$ cat config.mk
export PLATFORM = sky130hd
export DESIGN_NAME = cmp_timer
export DESIGN_NICKNAME = d
export VERILOG_FILES = /design/src/rtl/cmp_timer_pkg.sv /design/src/rtl/cmp_timer_dp.sv /design/src/rtl/cmp_timer_wave.sv /design/src/rtl/cmp_timer_ctrl.sv /design/src/rtl/cmp_timer.sv
export SDC_FILE = /design/constraint.sdc
export NUM_CORES = 1
export LEC_CHECK = 0
export CORE_MARGIN = 1.5
export CORE_UTILIZATION = 25
export CTS_CLUSTER_DIAMETER = 120
export DETAILED_ROUTE_END_ITERATION = 8
export GPL_ROUTABILITY_DRIVEN = 0
export HOLD_SLACK_MARGIN = 0.1
export PLACE_DENSITY = 0.4
export SLEW_MARGIN = 40
export SYNTH_ARGS = -nofsm -noshare
export SYNTH_HDL_FRONTEND = slang
export SYNTH_SLANG_ARGS = --single-unit
export TNS_END_PERCENT = 1
$ cat constraint.sdc
create_clock -name clk -period 1.7 [get_ports clk]
set_clock_uncertainty 0.15 [all_clocks]
set_input_delay 0.34 -clock clk [delete_from_list [all_inputs] [get_ports clk]]
set_output_delay 0.34 -clock clk [all_outputs]
set_load 0.1 [all_outputs]
$ cat src/rtl/cmp_timer_pkg.sv
package cmp_timer_pkg;

  typedef enum logic [1:0] {
    ACT_NONE   = 2'd0,
    ACT_TOGGLE = 2'd1,
    ACT_CLEAR  = 2'd2,
    ACT_SET    = 2'd3
  } act_e;

  localparam logic [1:0] MODE_FREE = 2'd0;
  localparam logic [1:0] MODE_CTC  = 2'd2;

  localparam int REG_CNT  = 0;
  localparam int REG_CMP  = 1;
  localparam int REG_CTRL = 2;
  localparam int REG_STAT = 3;

  localparam int MODE_LSB  = 0;
  localparam int ACT_LSB   = 2;
  localparam int FORCE_BIT = 7;
  localparam int OVF_BIT   = 0;
  localparam int CMPF_BIT  = 1;

  typedef struct packed {
    logic load;
    logic clear;
    logic advance;
  } cnt_strobe_t;

endpackage

$ cat src/rtl/cmp_timer_dp.sv
module cmp_timer_dp
  import cmp_timer_pkg::*;
#(
  parameter int CNT_W = 8
) (
  input  logic             clk,
  input  logic             rstN,
  input  cnt_strobe_t      strobe,
  input  logic [CNT_W-1:0] loadVal,
  input  logic [CNT_W-1:0] cmpVal,
  output logic [CNT_W-1:0] count,
  output logic             hitCmp,
  output logic             atMax
);

  localparam logic [CNT_W-1:0] CNT_MAX = {CNT_W{1'b1}};

  always_ff @(posedge clk) begin
    if (!rstN)               count <= '0;
    else if (strobe.load)    count <= loadVal;
    else if (strobe.clear)   count <= '0;
    else if (strobe.advance) count <= count + 1'b1;
  end

  assign hitCmp = (count == cmpVal);
  assign atMax  = (count == CNT_MAX);


  cnt_step_chk: assert property (@(posedge clk) disable iff (!rstN)
    (strobe.advance && !strobe.load && !strobe.clear) |=> (count == $past(count) + 1'b1));


  cnt_load_chk: assert property (@(posedge clk) disable iff (!rstN)
    strobe.load |=> (count == $past(loadVal)));

endmodule

$ cat src/rtl/cmp_timer_wave.sv
module cmp_timer_wave
  import cmp_timer_pkg::*;
(
  input  logic clk,
  input  logic rstN,
  input  logic evt,
  input  act_e code,
  output logic pinOut
);

  logic pinNext;

  always_comb begin
    pinNext = pinOut;
    if (evt) begin
      case (code)
        ACT_TOGGLE: pinNext = ~pinOut;
        ACT_CLEAR:  pinNext = 1'b0;
        ACT_SET:    pinNext = 1'b1;
        default:    pinNext = pinOut;
      endcase
    end
  end

  always_ff @(posedge clk) begin
    if (!rstN) pinOut <= 1'b0;
    else       pinOut <= pinNext;
  end


  idle_hold_chk: assert property (@(posedge clk) disable iff (!rstN)
    (!evt || code == ACT_NONE) |=> $stable(pinOut));


  toggle_flip_chk: assert property (@(posedge clk) disable iff (!rstN)
    (evt && code == ACT_TOGGLE) |=> (pinOut != $past(pinOut)));

endmodule

$ cat src/rtl/cmp_timer_ctrl.sv
module cmp_timer_ctrl
  import cmp_timer_pkg::*;
#(
  parameter int CNT_W  = 8,
  parameter int ADDR_W = 2
) (
  input  logic              clk,
  input  logic              rstN,
  input  logic              tickEn,
  input  logic              wrEn,
  input  logic [ADDR_W-1:0] addr,
  input  logic [CNT_W-1:0]  wrData,
  input  logic [CNT_W-1:0]  count,
  input  logic              hitCmp,
  input  logic              atMax,
  output cnt_strobe_t       strobe,
  output logic [CNT_W-1:0]  cmpVal,
  output logic [CNT_W-1:0]  rdData,
  output logic              waveEvt,
  output act_e              waveCode,
  output logic              ovfFlag,
  output logic              cmpFlag
);

  logic [1:0] modeReg;
  act_e       actReg;
  logic       suppress;

  logic cntWr, cmpWr, ctrlWr, statWr;
  logic forceStrobe, match, ovfSet;

  assign cntWr  = wrEn && (addr == ADDR_W'(REG_CNT));
  assign cmpWr  = wrEn && (addr == ADDR_W'(REG_CMP));
  assign ctrlWr = wrEn && (addr == ADDR_W'(REG_CTRL));
  assign statWr = wrEn && (addr == ADDR_W'(REG_STAT));

  assign forceStrobe = ctrlWr && wrData[FORCE_BIT];
  assign match       = tickEn && !cntWr && !suppress && hitCmp;
  assign ovfSet      = tickEn && !cntWr && atMax;

  always_comb begin
    strobe.load    = cntWr;
    strobe.clear   = match && (modeReg == MODE_CTC);
    strobe.advance = tickEn;
  end

  assign waveEvt  = forceStrobe || match;
  assign waveCode = forceStrobe ? act_e'(wrData[ACT_LSB +: 2]) : actReg;

  always_ff @(posedge clk) begin
    if (!rstN) begin
      cmpVal  <= '0;
      modeReg <= MODE_FREE;
      actReg  <= ACT_NONE;
    end else begin
      if (cmpWr) cmpVal <= wrData;
      if (ctrlWr) begin
        modeReg <= wrData[MODE_LSB +: 2];
        actReg  <= act_e'(wrData[ACT_LSB +: 2]);
      end
    end
  end

  always_ff @(posedge clk) begin
    if (!rstN)       suppress <= 1'b0;
    else if (cntWr)  suppress <= 1'b1;
    else if (tickEn) suppress <= 1'b0;
  end

  always_ff @(posedge clk) begin
    if (!rstN) begin
      ovfFlag <= 1'b0;
      cmpFlag <= 1'b0;
    end else begin
      ovfFlag <= ovfSet || (ovfFlag && !(statWr && wrData[OVF_BIT]));
      cmpFlag <= match  || (cmpFlag && !(statWr && wrData[CMPF_BIT]));
    end
  end

  logic [CNT_W-1:0] ctrlRd, statRd;

  always_comb begin
    ctrlRd = '0;
    ctrlRd[MODE_LSB +: 2] = modeReg;
    ctrlRd[ACT_LSB +: 2]  = actReg;
    statRd = '0;
    statRd[OVF_BIT]  = ovfFlag;
    statRd[CMPF_BIT] = cmpFlag;
  end

  always_comb begin
    case (addr)
      ADDR_W'(REG_CNT):  rdData = count;
      ADDR_W'(REG_CMP):  rdData = cmpVal;
      ADDR_W'(REG_CTRL): rdData = ctrlRd;
      ADDR_W'(REG_STAT): rdData = statRd;
      default:           rdData = '0;
    endcase
  end


  ovf_set_chk: assert property (@(posedge clk) disable iff (!rstN)
    (tickEn && !cntWr && atMax) |=> (ovfFlag && count == '0));


  ctc_clear_chk: assert property (@(posedge clk) disable iff (!rstN)
    (modeReg == MODE_CTC && tickEn && !cntWr && !suppress && hitCmp) |=> (count == '0));


  flag_hold_chk: assert property (@(posedge clk) disable iff (!rstN)
    (ovfFlag && !(statWr && wrData[OVF_BIT])) |=> ovfFlag);


  force_quiet_chk: assert property (@(posedge clk) disable iff (!rstN)
    (forceStrobe && !tickEn) |=> ($stable(count) && !$rose(cmpFlag)));


  supp_chk: assert property (@(posedge clk) disable iff (!rstN)
    (tickEn && suppress) |=> !$rose(cmpFlag));


  idle_cnt_chk: assert property (@(posedge clk) disable iff (!rstN)
    (!tickEn && !cntWr) |=> $stable(count));

endmodule

$ cat src/rtl/cmp_timer.sv
module cmp_timer
  import cmp_timer_pkg::*;
#(
  parameter int CNT_W  = 8,
  parameter int ADDR_W = 2
) (
  input  logic              clk,
  input  logic              rstN,
  input  logic              tickEn,
  input  logic              wrEn,
  input  logic [ADDR_W-1:0] addr,
  input  logic [CNT_W-1:0]  wrData,
  output logic [CNT_W-1:0]  rdData,
  output logic              cmpOut,
  output logic              ovfIrq,
  output logic              cmpIrq
);

  cnt_strobe_t      strobe;
  logic [CNT_W-1:0] count, cmpVal;
  logic             hitCmp, atMax, waveEvt;
  act_e             waveCode;

  cmp_timer_ctrl #(.CNT_W(CNT_W), .ADDR_W(ADDR_W)) ctrl (
    .clk(clk), .rstN(rstN), .tickEn(tickEn), .wrEn(wrEn), .addr(addr),
    .wrData(wrData), .count(count), .hitCmp(hitCmp), .atMax(atMax),
    .strobe(strobe), .cmpVal(cmpVal), .rdData(rdData), .waveEvt(waveEvt),
    .waveCode(waveCode), .ovfFlag(ovfIrq), .cmpFlag(cmpIrq)
  );

  cmp_timer_dp #(.CNT_W(CNT_W)) dp (
    .clk(clk), .rstN(rstN), .strobe(strobe), .loadVal(wrData),
    .cmpVal(cmpVal), .count(count), .hitCmp(hitCmp), .atMax(atMax)
  );

  cmp_timer_wave wave (
    .clk(clk), .rstN(rstN), .evt(waveEvt), .code(waveCode), .pinOut(cmpOut)
  );

endmodule

==> metrics.txt <==
sw power=0.460 mW; share of the synthesized area in the top cell type=34.5%; Comb power frac=30.1%; complex-gate fraction of the synthesized area=11.1%; RSZ-0062 raised after global routing=true; Total GRT Usage=15.3%; Post-DP Area=0.00208 mm2; Final Cell Area=0.00223 mm2; Die Height=77.6 um; area leader, netlist=dfxtp_1; Worst Path Required=1.21 ns; # clock sinks=24; violated checks=setup timing; Synth Instances=166; Util after Layout=42.6%; max-cap violation count=0; Crit Path Category=register to output port; PwrDens=652 mW/mm2; Synth-to-Final Area Change=60.2%; vias=1,366; CP max FO=2; Slew headroom=74.5%; P_int=0.995 mW; row count=26; Max VDD drop=0.276 mV; boundary pin count=25; number of global-route vias before repair=1,410; Placed Instances=281; combinational family with the most area after synthesis=simple AND/OR/NAND/NOR gates; Max clock buf depth=2; Avg Synthesized Cell Area=8.39 um2; Final setup viols=3; power share of the clock group=27.6%; Tot Pwr=1.45 mW; Antenna Violating Nets Remaining=0; Async S/R FF share, synth=0%; Leak=0.877 nW; CTS tree=done; Arr. time, crit path=1.39 ns; Worst-Margin Slew=0.380 ns; H-Tree Depth=1; worst setup path start=dp.count[1]$_SDFFE_PN0P_; clock slew at reported path FFs=0.09 ns; initial antenna violation count=0; mux cell area share after synthesis=11.5%; Non-Filler Instances=288; Min-Delay Path Class=register to register; die area=0.00603 mm2; Setup TNS Final=-0.324 ns; most instantiated library cell after synthesis=dfxtp_1; Seq/Total Area, Yosys=34.5%; first-pass GRT wire length=7160 um; xor/xnor cell area share of the yosys netlist=10.1%; Top FF cell, synth=dfxtp_1; commonest cells in the netlist=dfxtp_1 (24), nand2_1 (22), nand3_1 (18); CORE AREA=0.00524 mm2; Sw Share=31.6%; adder-cell share of the synthesized area=0.898%; hold_buf cts=0; fmax=0.533 GHz; 1st-iter DRT viols=66; nets=234; sequential share of power=42.3%; Mapped Nets=181; HPWL after detailed placement=3240 um; 1st-pass router iterations=4; Setup crit end kind=output port; WL/cell=14.8 um; largest net degree at the start of global routing=24; Starting Density=26.6%; fin crit period=1.88 ns; share of post-route cells with drive strength above 1=39.4%; Remaining DRCs=0; Worst-Skew Late Latency=0.27 ns; setup slack after layout=-0.177 ns; Final Hold Viols=0; final wirelength=4280 um; FF+latch count, synth=24; post-synthesis cell type count=36; worst r2r src=ctrl.cmpVal[3]$_SDFFE_PN0P_; Final Max Tran Viols=0; Antenna Cells=0; Startpoint Class=register; Die Wd=77.6 um; crit path cell chain=buf_6, mux4_2, buf_12; Tcrit/Tclk final=110%; Cell Area, Synth=0.00139 mm2; cts bufs inserted=3; routed vias/inst=4.74; slowest CP cell=mux4_2; PortBufs=24; status=complete, but fails checks; Ys Warns=0; Clock Root Buffer=clkbuf_8; CP max stage delay=0.49 ns; top cells by area, synth=dfxtp_1 (35%), mux2i_1 (7.2%), xor2_1 (6.9%); total congestion overflow=0; Min-Delay Startpoint=ctrl.suppress$_SDFFE_PN0P_; number of synthesized flops with an enable pin=0; Synth Area in Simple Gates=27.1%
-- sequential cells by signal, summed over array words and instances (netlist names) --
register and count:
ctrl.cmpFlag 1, ctrl.cmpVal 8, ctrl.actReg 2, ctrl.modeReg 2, ctrl.suppress 1, wave.pinOut 1
ctrl.ovfFlag 1, dp.count 8
-- path summary, 6_finish.rpt --
| path | endpoint | slack [ns] | depth (start not counted) |
|---|---|---|---|
| worst min register to register | ctrl.suppress$_SDFFE_PN0P_ | 0.34 | 2 |
| worst min-delay path | ctrl.suppress$_SDFFE_PN0P_ | 0.34 | 2 |
| worst max-delay path | rdData[1] | -0.18 | 3 |
| worst max register to register | dp.count[2]$_SDFFE_PN0P_ | -0.01 | 5 |
-- routing by layer --
layer	vias up	routed length (um)	track usage (%)
met5	-	0	0
met4	0	101	7.64
met3	8	149	3.53
met2	23	1970	22.7
met1	651	2050	20.6
li1	684	-	-
-- repair_timing --
item / in CTS / in global routing
gates cloned: 0 / 0
gates resized for setup: 26 / 7
pin swaps: 2 / 2
buffers inserted: 3 / 0
setup endpoints to repair: 32 / 19
-- layout by cell type (no fill, tap or decap), types with 2 or more instances in the layout --
cell type	count
buf_4	29
nand2_1	22
nand3_1	18
a21oi_1	17
dfxtp_1	15
clkdlybuf4s50_1	11
buf_12	11
xor2_1	10
nor2_1	7
dfxtp_2	7
nand4_1	6
buf_6	6
xnor2_1	5
mux2i_2	4
nor2_4	4
inv_1	4
mux2i_1	4
clkbuf_8	4
nor2b_1	3
mux2i_4	2
o21ai_4	2
mux4_2	2
nor3_2	2
o21ai_0	2
dfxtp_4	2
-- power by group through the flow --
| stage | clock (mW) | sequential, mW | combinational (mW) |
|---|---|---|---|
| final | 0.402 | 0.616 | 0.437 |
| after global routing | 0.451 | 0.619 | 0.467 |
| after CTS | 0.424 | 0.615 | 0.437 |
| after detailed placement | 0 | 0.625 | 0.417 |
| after global placement | 0 | 0.625 | 0.417 |
| after floorplan | 0 | 0.643 | 0.221 |
-- critical path, delay by kind of cell (launching register included) --
kind,cells,cell delay [ns]
buffers and inverters,2,0.30
muxes,1,0.49
DFF,1,0.33
-- cells by family after synthesis --
| family | count (synthesis) |
|---|---|
| adder cells (fa/ha/maj) | 1 |
| XOR/XNOR | 16 |
| AND/OR/NAND/NOR | 71 |
| AO/OA/AOI/OAI | 26 |
| multiplexers | 13 |
| buffers and inverters | 15 |
| flip-flops | 24 |
-- area by class of cell --
cell class | instances | area (um2)
Clock buffer | 4 | 55.1
Tap cell | 70 | 87.6
Sequential cell | 24 | 497
Fill cell | 542 | 3010
Inverter | 4 | 15.0
Timing Repair Buffer | 59 | 628
Multi-Input combinational cell | 127 | 948
-- through the flow --
stage	hold WS, ns	setup WS, ns
2_1_floorplan	0.308	-0.0172
3_3_place_gp	0.320	-0.525
3_5_place_dp	0.329	-0.560
4_1_cts	0.344	-0.185
5_1_grt	0.374	-0.222
6_report	0.341	-0.177
Power figures use the tool's default switching activity.
